File: src/rtl/rxto_pkg.sv
package rxto_pkg;

  typedef enum logic [1:0] {
    ST_WAIT = 2'd0,
    ST_RUN  = 2'd1,
    ST_DONE = 2'd2
  } rxto_state_e;

  // bit ticks needed for a programmed value
  function automatic int unsigned ticks_for_value(input int unsigned val,
                                                  input int unsigned div);
    return val * div;
  endfunction

  // true when the prescaler phase is the last one before a unit step
  function automatic logic is_last_phase(input int unsigned ph,
                                         input int unsigned div);
    return ph == (div - 1);
  endfunction

  function automatic logic is_pow2(input int unsigned v);
    return (v != 0) && ((v & (v - 1)) == 0);
  endfunction

endpackage

File: src/rtl/rxto_prescaler.sv
module rxto_prescaler #(
  parameter int unsigned DIV = 4,
  localparam int unsigned PW = (DIV > 2) ? $clog2(DIV) : 1
) (
  input  logic          clk,
  input  logic          rst_n,
  input  logic          clr,
  input  logic          en,
  input  logic          bit_tick,
  output logic [PW-1:0] phase,
  output logic          unit_tick
);
  import rxto_pkg::*;

  logic [PW-1:0] ph_q, ph_nxt;
  logic          last;

  assign last      = is_last_phase(int'(ph_q), DIV);
  assign unit_tick = en && bit_tick && last;
  assign phase     = ph_q;

  generate
    if (is_pow2(DIV) && (DIV > 1)) begin : g_wrap
      assign ph_nxt = ph_q + PW'(1);
    end else begin : g_cmp
      assign ph_nxt = last ? '0 : ph_q + PW'(1);
    end
  endgenerate

  always_ff @(posedge clk or negedge rst_n) begin
    if (!rst_n)               ph_q <= '0;
    else if (clr)             ph_q <= '0;
    else if (en && bit_tick)  ph_q <= ph_nxt;
  end
endmodule

File: src/rtl/rxto_downcount.sv
module rxto_downcount #(
  parameter int unsigned VAL_W = 8
) (
  input  logic             clk,
  input  logic             rst_n,
  input  logic             load,
  input  logic [VAL_W-1:0] load_val,
  input  logic             clr,
  input  logic             dec,
  output logic [VAL_W-1:0] cnt,
  output logic             hit_zero
);
  logic [VAL_W-1:0] cnt_q;

  assign cnt      = cnt_q;
  assign hit_zero = dec && (cnt_q == VAL_W'(1));

  always_ff @(posedge clk or negedge rst_n) begin
    if (!rst_n)                     cnt_q <= '0;
    else if (load)                  cnt_q <= load_val;
    else if (clr)                   cnt_q <= '0;
    else if (dec && cnt_q != '0)    cnt_q <= cnt_q - VAL_W'(1);
  end
endmodule

File: src/rtl/rxto_ctrl.sv
module rxto_ctrl
  import rxto_pkg::*;
(
  input  logic        clk,
  input  logic        rst_n,
  input  logic        start_req,
  input  logic        char_rx,
  input  logic        val_zero,
  input  logic        hit_zero,
  output rxto_state_e state,
  output logic        load,
  output logic        clr,
  output logic        run,
  output logic        flag
);
  rxto_state_e st_q, st_nxt;
  logic        flag_q, flag_nxt;

  always_comb begin
    st_nxt   = st_q;
    flag_nxt = flag_q;
    load     = 1'b0;
    clr      = 1'b0;
    if (start_req) begin
      st_nxt   = ST_WAIT;
      flag_nxt = 1'b0;
      clr      = 1'b1;
    end else begin
      unique case (st_q)
        ST_WAIT: begin
          if (char_rx && !val_zero) begin
            load   = 1'b1;
            st_nxt = ST_RUN;
          end else begin
            clr = 1'b1;
          end
        end
        ST_RUN: begin
          if (val_zero) begin
            clr    = 1'b1;
            st_nxt = ST_WAIT;
          end else if (char_rx) begin
            load = 1'b1;
          end else if (hit_zero) begin
            st_nxt   = ST_DONE;
            flag_nxt = 1'b1;
          end
        end
        default: ;
      endcase
    end
  end

  assign run   = (st_q == ST_RUN) && !start_req && !val_zero && !char_rx;
  assign state = st_q;
  assign flag  = flag_q;

  always_ff @(posedge clk or negedge rst_n) begin
    if (!rst_n) begin
      st_q   <= ST_WAIT;
      flag_q <= 1'b0;
    end else begin
      st_q   <= st_nxt;
      flag_q <= flag_nxt;
    end
  end
endmodule

File: src/rtl/rx_idle_timeout.sv
module rx_idle_timeout #(
  parameter int unsigned VAL_W = 8,
  parameter int unsigned DIV   = 4,
  localparam int unsigned PW   = (DIV > 2) ? $clog2(DIV) : 1
) (
  input  logic             clk,
  input  logic             rst_n,
  input  logic [VAL_W-1:0] timeout_val,
  input  logic             bit_tick,
  input  logic             char_rx,
  input  logic             start_req,
  output logic             timeout_flag
);
  import rxto_pkg::*;

  rxto_state_e      st_q;
  logic             load_ev, clr_ev, run_en, unit_tick, hit_zero;
  logic             val_zero;
  logic [VAL_W-1:0] cnt_q;
  logic [PW-1:0]    pre_q;

  assign val_zero = (timeout_val == '0);

  rxto_ctrl ctrl_i (
    .clk      (clk),
    .rst_n    (rst_n),
    .start_req(start_req),
    .char_rx  (char_rx),
    .val_zero (val_zero),
    .hit_zero (hit_zero),
    .state    (st_q),
    .load     (load_ev),
    .clr      (clr_ev),
    .run      (run_en),
    .flag     (timeout_flag)
  );

  rxto_prescaler #(.DIV(DIV)) pre_i (
    .clk      (clk),
    .rst_n    (rst_n),
    .clr      (load_ev || clr_ev),
    .en       (run_en),
    .bit_tick (bit_tick),
    .phase    (pre_q),
    .unit_tick(unit_tick)
  );

  rxto_downcount #(.VAL_W(VAL_W)) cnt_i (
    .clk     (clk),
    .rst_n   (rst_n),
    .load    (load_ev),
    .load_val(timeout_val),
    .clr     (clr_ev),
    .dec     (unit_tick),
    .cnt     (cnt_q),
    .hit_zero(hit_zero)
  );
endmodule

File: config.mk
export PLATFORM = sky130hd
export DESIGN_NAME = rx_idle_timeout
export DESIGN_NICKNAME = d
export VERILOG_FILES = /design/src/rtl/rxto_pkg.sv /design/src/rtl/rxto_prescaler.sv /design/src/rtl/rxto_downcount.sv /design/src/rtl/rxto_ctrl.sv /design/src/rtl/rx_idle_timeout.sv
export SDC_FILE = /design/constraint.sdc
export NUM_CORES = 1
export LEC_CHECK = 0
export BUFFER_PORTS_ARGS = -buffer_cell sky130_fd_sc_hd__buf_4
export CORE_MARGIN = 8
export CORE_UTILIZATION = 45
export DETAILED_ROUTE_END_ITERATION = 7
export GPL_TIMING_DRIVEN = 0
export HOLD_SLACK_MARGIN = 0.1
export PLACE_DENSITY = 0.77
export SYNTH_ARGS = -nofsm -noshare
export SYNTH_HDL_FRONTEND = slang
export SYNTH_SLANG_ARGS = --single-unit
export TNS_END_PERCENT = 30
File: constraint.sdc
create_clock -name clk -period 4.99 [get_ports clk]
set_input_delay 0.2495 -clock clk [delete_from_list [all_inputs] [get_ports clk]]
set_output_delay 0.2495 -clock clk [all_outputs]
set_load 0.02 [all_outputs]
# Word level (Yosys, flattened, before mapping)
# Cells that the tools add are included.
[classes] n_eq_ne=8 n_mux=25 addsub=2 n_reduce_logical=22
[ops] cell="2-to-1 mux 8 bit" n=3
[ops] cell="2-to-1 mux 2 bit" n=7
[ops] cell="2-to-1 mux 1 bit" n=12
[ops] cell="equality test 8 x 1 -> 1 bit, second input constant" n=1
[ops] cell="logical AND 1 bit" n=8
[ops] cell="zero test 8 bit" n=1
[ops] cell="AND reduction 4 bit" n=2
[ops] cell="nonzero test 8 bit" n=1
[ops] cell="subtractor 8 x 1 -> 8 bit, second input constant" n=1
[ops] cell="nonzero test 2 bit" n=3
[ops] cell="nonzero test 3 bit" n=2
[ops] cell="!= test 4 x 2 -> 1 bit, second input constant" n=1
[ops] cell="!= test 4 x 3 -> 1 bit, second input constant" n=1
[ops] cell="case mux 1 bit (2 select lines)" n=2
[ops] cell="case mux 2 bit (2 select lines)" n=1
[ops] cell="zero test 1 bit" n=3
[ops] cell="!= test 3 x 2 -> 1 bit, second input constant" n=1
[ops] cell="adder 2 x 1 -> 2 bit, second input constant" n=1
[ops] cell="equality test 2 x 1 -> 1 bit, second input constant" n=1
[ops] cell="equality test 2 bit, second input constant" n=1
[ops] cell="zero test 2 bit" n=1
[ops] cell="!= test 2 x 1 -> 1 bit, second input constant" n=1
[ops] cell="!= test 2 bit, second input constant" n=1
[ops] cell="logical OR 1 bit" n=1
[totals] ff_bits=13 in_bits=13 output_inout_bits=1 wordCells=61

# Logic depth before layout (Yosys ltp)
[logic_depth] word_depth=12 ltp_mapped=6 depth_no_buf=6

# By module
# A second synthesis with hierarchy kept.
[unflattened] hier_cells=89 area_unflattened_um2=847.1
[by_module_without_submodules] module="rxto_downcount" cells_per_inst=58 area_each_um2=518.0 seq_area_each_um2=200.2 n_inst=1
[by_module_without_submodules] module="rxto_ctrl" cells_per_inst=16 area_each_um2=185.2 seq_area_each_um2=75.1 n_inst=1
[by_module_without_submodules] module="rxto_prescaler" cells_per_inst=11 area_each_um2=118.9 seq_area_each_um2=50.0 n_inst=1
[by_module_without_submodules] module="rx_idle_timeout" cells_per_inst=4 area_each_um2=25.0 seq_area_each_um2=0.0 n_inst=1

# Least setup slack after synthesis
# OpenSTA, ideal clock, no wires.
[synth_path] path_kind="register -> register" from="register cnt_i.cnt_q[3], in the netlist cnt_i.cnt[3]" to="register cnt_i.cnt_q[4], in the netlist cnt_i.cnt[4]" path_stages_with_launch=6 path_slack_ns=3.136 t_arrival_ns=1.732 t_required_ns=4.868 setup_time_ns=0.122 period_less_slack_ns=1.854 n_path_buf=0 cell_sequence="dfrtp_1 or3_2 nor4_4 a21boi_4 or2_4 a32o_1"
[synth_between] elab_chain_cells=4 elab_cells_between_ends=7 classes_between="add/sub (1); mux (3); reduce/logical (3)"
[synth_lines] item="start, declared" line="rxto_downcount.sv:13" rtl="logic [VAL_W-1:0] cnt_q;"
[synth_lines] item="start signal, assigned" line="rxto_downcount.sv:20" rtl="else if (load) cnt_q <= load_val;"
[synth_lines] item="start signal, assigned" line="rxto_downcount.sv:22" rtl="else if (dec && cnt_q != '0) cnt_q <= cnt_q - VAL_W'(1);"
[synth_lines] item="subtractor 8 x 1 -> 8 bit" line="rxto_downcount.sv:22"
[synth_lines] item="2-to-1 mux 8 bit" line="rxto_downcount.sv:22"
[synth_lines] item="2-to-1 mux 8 bit" line="rxto_downcount.sv:21" rtl="else if (clr) cnt_q <= '0;"
[synth_lines] item="2-to-1 mux 8 bit" line="rxto_downcount.sv:20"
# Several ways; a longest one is shown, not always the timed one. The select of a mux whose other input is x is not followed.
# A chain may end at the register's enable or synchronous reset.

# Final worst setup path
# Same ends and word-level chain as after synthesis.

==> metrics.md <==
| Metric | Value |
|---|---|
| Run status | `finished clean` |
| Initial cell density of the core | `46.0%` |
| Slowest cell on the critical path | `sky130_fd_sc_hd__or3_2` |
| Sequential share of the synthesized area | `37.6%` |
| Final Hold Fails | `0` |
| Number of cell instances on the worst register-to-register path | `5` |
| Hold path startpoint | `start_req` |
| Wire length of the first global-routing pass | `3.32 mm` |
| Share of layout cells above drive strength 1 | `25.5%` |
| # nets final | `127` |
| Area of the mapped netlist | `866 sq um` |
| Placeable core region | `1880 sq um` |
| Critical Path Source | `cnt_i.cnt[3]$_DFFE_PN0P_` |
| Final routed wirelength across all metal layers | `2.01 mm` |
| Via Count | `776` |
| #FFs+latches synth | `13` |
| Area growth syn-to-layout | `19.4%` |
| Max-slew violation count | `0` |
| Filler cell count in the final layout | `191` |
| Worst r2r src | `cnt_i.cnt[3]$_DFFE_PN0P_` |
| Vias in the first global route | `803` |
| Cell taking the most area after synthesis | `sky130_fd_sc_hd__dfrtp_1` |
| Setup TNS Final | `0 ps` |
| Number of warnings reported in the yosys synthesis log | `0` |
| Post-synth net total | `108` |
| WL per Instance | `14.6 um` |
| Power Density | `236 nW/um^2` |
| Clock latency at the later pin of the worst-skew pair | `280 ps` |
| Largest cells by area after synthesis | `sky130_fd_sc_hd__dfrtp_1 38%, sky130_fd_sc_hd__o21ai_0 6.4%, sky130_fd_sc_hd__ha_1 4.3%` |
| Horiz. Die Dim | `59.9 um` |
| Antenna fix cells | `0` |
| Most instantiated cells after synthesis | `13 x sky130_fd_sc_hd__dfrtp_1, 11 x sky130_fd_sc_hd__o21ai_0, 8 x sky130_fd_sc_hd__inv_1` |
| Peak supply drop | `0.132 mV` |
| Leading cell type by number of instances after synthesis | `sky130_fd_sc_hd__dfrtp_1` |
| Worst-case headroom to the max-slew limit | `40.4%` |
| DR vias/cell | `5.66` |
| Pre-antenna DRT Iters | `4` |
| Final routed DRC violation total | `0` |
| Remaining number of nets flagged by the antenna check after routing | `0` |
| Capturing element type of the critical path | `flop` |
| Design Power | `0.000244 W` |
| Capture point of the worst reg-to-reg path | `cnt_i.cnt[4]$_DFFE_PN0P_` |
| CTS root buf | `sky130_fd_sc_hd__clkbuf_4` |
| Placement row count | `16` |
| WP buf/inv | `0` |
| Maximum fanout count along the critical path | `10` |
| Clock tree from TritonCTS | `yes` |
| TritonCTS Sinks | `13` |
| Setup CP Type | `flop to flop` |
| Share of flip-flops with an asynchronous set or reset after synthesis | `100%` |
| Antenna violations before repair | `0` |
| Buffers added on ports | `13` |
| Total half-perimeter wirelength after legalization and detailed placement | `1.56 mm` |
| Path category of the worst min-delay check | `input pin to flop` |
| WHS Path Cells | `2` |
| Maximum number of pins on one net before global-route repair | `14` |
| Post-synth cell types | `34` |
| Number of DRC markers after the initial detailed-route iteration | `34` |
| Static power due to leakage | `0.465 nW` |
| Post-route minimum period | `1990 ps` |
| Crit path required time | `5160 ps` |
| Maximum operating frequency | `502 MHz` |
| Final Wtd Congestion | `0.884` |
| Post-route fraction of the period consumed by the critical path | `39.9%` |
| Total placed instance area | `997 sq um` |
| All-Layer GR Usage | `12.4%` |
| Number of setup violations in the final report | `0` |
| Portion of synthesized cell area occupied by the leading cell type | `37.6%` |
| Cell-by-cell trace of the critical path | `or3_2 -> nor4_4 -> a21boi_4 -> or2_4 -> a32o_1` |
| GR Overflow Total | `0` |
| Delay of the slowest cell on the worst path | `540 ps` |
| Total die area | `3580 sq um` |
| CP startpoint kind | `flop` |
| Setup repair after global routing missed its margin | `false` |
| Clock transition at the registers of the reported paths | `70 ps` |
| Setup slack on the worst flop-to-flop path | `3000 ps` |
| Height of the die | `59.9 um` |
| Placement Setup Slack | `2950 ps` |
| Least setup slack across all paths after layout | `3000 ps` |
| Worst-case clock skew | `5.04 ps` |
| Actual transition at the worst max-transition pin | `893 ps` |
| EDFF count, synth | `0` |
| Worst path depth | `5` |
| Number of buffers created by CTS | `3` |
| Number of cells produced by synthesis | `92` |
| Maximum level of the CTS H-tree | `1` |
| Most instantiated flip-flop cell in the synthesis netlist | `sky130_fd_sc_hd__dfrtp_1` |
| Layout Cell Area excl Fill | `1030 sq um` |
| Syn Area/Cell | `9.41 sq um` |
| Count of pins on the block boundary | `14` |
| Worst path top cell family by delay | `simple AND/OR/NAND/NOR gates` |
| Data arrival time of the worst path | `2160 ps` |
| WHS | `210 ps` |
| Sink of the worst hold path | `ctrl_i.flag$_DFFE_PN0P_` |
| Max Root-Sink Buffers | `2` |
| Max-cap check violation count | `0` |
-- area by class of cell --
cell class	count	area [sq um]	share of cell area [%]
Tap cell	27	33.8	3.27
Clock buffer	4	26.3	2.54
Inverter	8	30.0	2.91
Buffer	1	11.3	1.09
Sequential cell	13	325	31.5
Multi-Input combinational cell	70	499	48.3
Timing Repair Buffer	14	108	10.4
-- registers in the layout, indices dropped and copies added (netlist names) --
signal and cells:
ctrl_i.state 2, cnt_i.cnt 8, ctrl_i.flag 1, pre_i.phase 2
-- cells in the final DEF (no fill, tap or decap), types with 2 or more instances in the layout --
cell | synthesis | routed
sky130_fd_sc_hd__nand3_1 | 5 | 5
sky130_fd_sc_hd__a31oi_1 | 2 | 2
sky130_fd_sc_hd__inv_1 | 8 | 8
sky130_fd_sc_hd__dfrtp_1 | 13 | 13
sky130_fd_sc_hd__and2_1 | 2 | 2
sky130_fd_sc_hd__o22a_1 | 2 | 2
sky130_fd_sc_hd__o211a_1 | 2 | 2
sky130_fd_sc_hd__buf_4 | 0 | 13
sky130_fd_sc_hd__a21o_2 | 2 | 2
sky130_fd_sc_hd__o21ai_0 | 11 | 11
sky130_fd_sc_hd__nor2b_1 | 2 | 2
sky130_fd_sc_hd__or4_4 | 2 | 2
sky130_fd_sc_hd__nor2_1 | 6 | 6
sky130_fd_sc_hd__a21oi_1 | 3 | 3
sky130_fd_sc_hd__ha_1 | 3 | 3
sky130_fd_sc_hd__nand2_1 | 6 | 6
sky130_fd_sc_hd__a32o_1 | 2 | 2
sky130_fd_sc_hd__nor3_1 | 4 | 4
sky130_fd_sc_hd__clkbuf_4 | 0 | 3
-- per-stage QoR --
step                utilization, %  instances
floorplan                        -         92
global placement              53.0        132
detailed placement            53.0        132
CTS                           54.9        137
global route                  54.9        137
finish                        54.9        137
-- how the worst max path moves through the flow --
stage                          endpoint
2_1_floorplan  cnt_i.cnt[4]$_DFFE_PN0P_
3_3_place_gp   cnt_i.cnt[4]$_DFFE_PN0P_
3_5_place_dp   cnt_i.cnt[4]$_DFFE_PN0P_
4_1_cts        cnt_i.cnt[4]$_DFFE_PN0P_
5_1_grt        cnt_i.cnt[6]$_DFFE_PN0P_
6_report       cnt_i.cnt[4]$_DFFE_PN0P_
-- routing by layer --
layer / share of wire (%) / up-vias / track usage [%]
met1: 45 / 371 / 14.0
met4: 2.8 / 0 / 9.86
met2: 46 / 20 / 19.5
met3: 5.7 / 5 / 2.80
li1: - / 380 / -
met5: 0 / - / 0
-- logic make-up (layout without fill, tap and decap cells) --
family / after synthesis / in the layout / share of synthesized area (%)
AND/OR/NAND/NOR: 34 / 34 / 24.1
AO/OA/AOI/OAI: 31 / 31 / 27.0
flip-flops: 13 / 13 / 37.6
buffers and inverters: 9 / 27 / 4.77
adder cells (fa/ha/maj): 3 / 3 / 4.34
XOR/XNOR: 1 / 1 / 1.01
multiplexers: 1 / 1 / 1.16
-- where the power goes --
group	leakage, nW	switching (W)	internal (W)
Clock	0.0150	0.0000338	0.0000311
Sequential	0.175	0.00000814	0.000111
Combinational	0.275	0.0000306	0.0000289
-- what timing repair did --
action                    CTS  global route
hold buffers                1             0
buffers inserted            0             0
hold endpoints to repair   13             0
gates resized for setup     0             0
(Power assumes the default switching activity.)
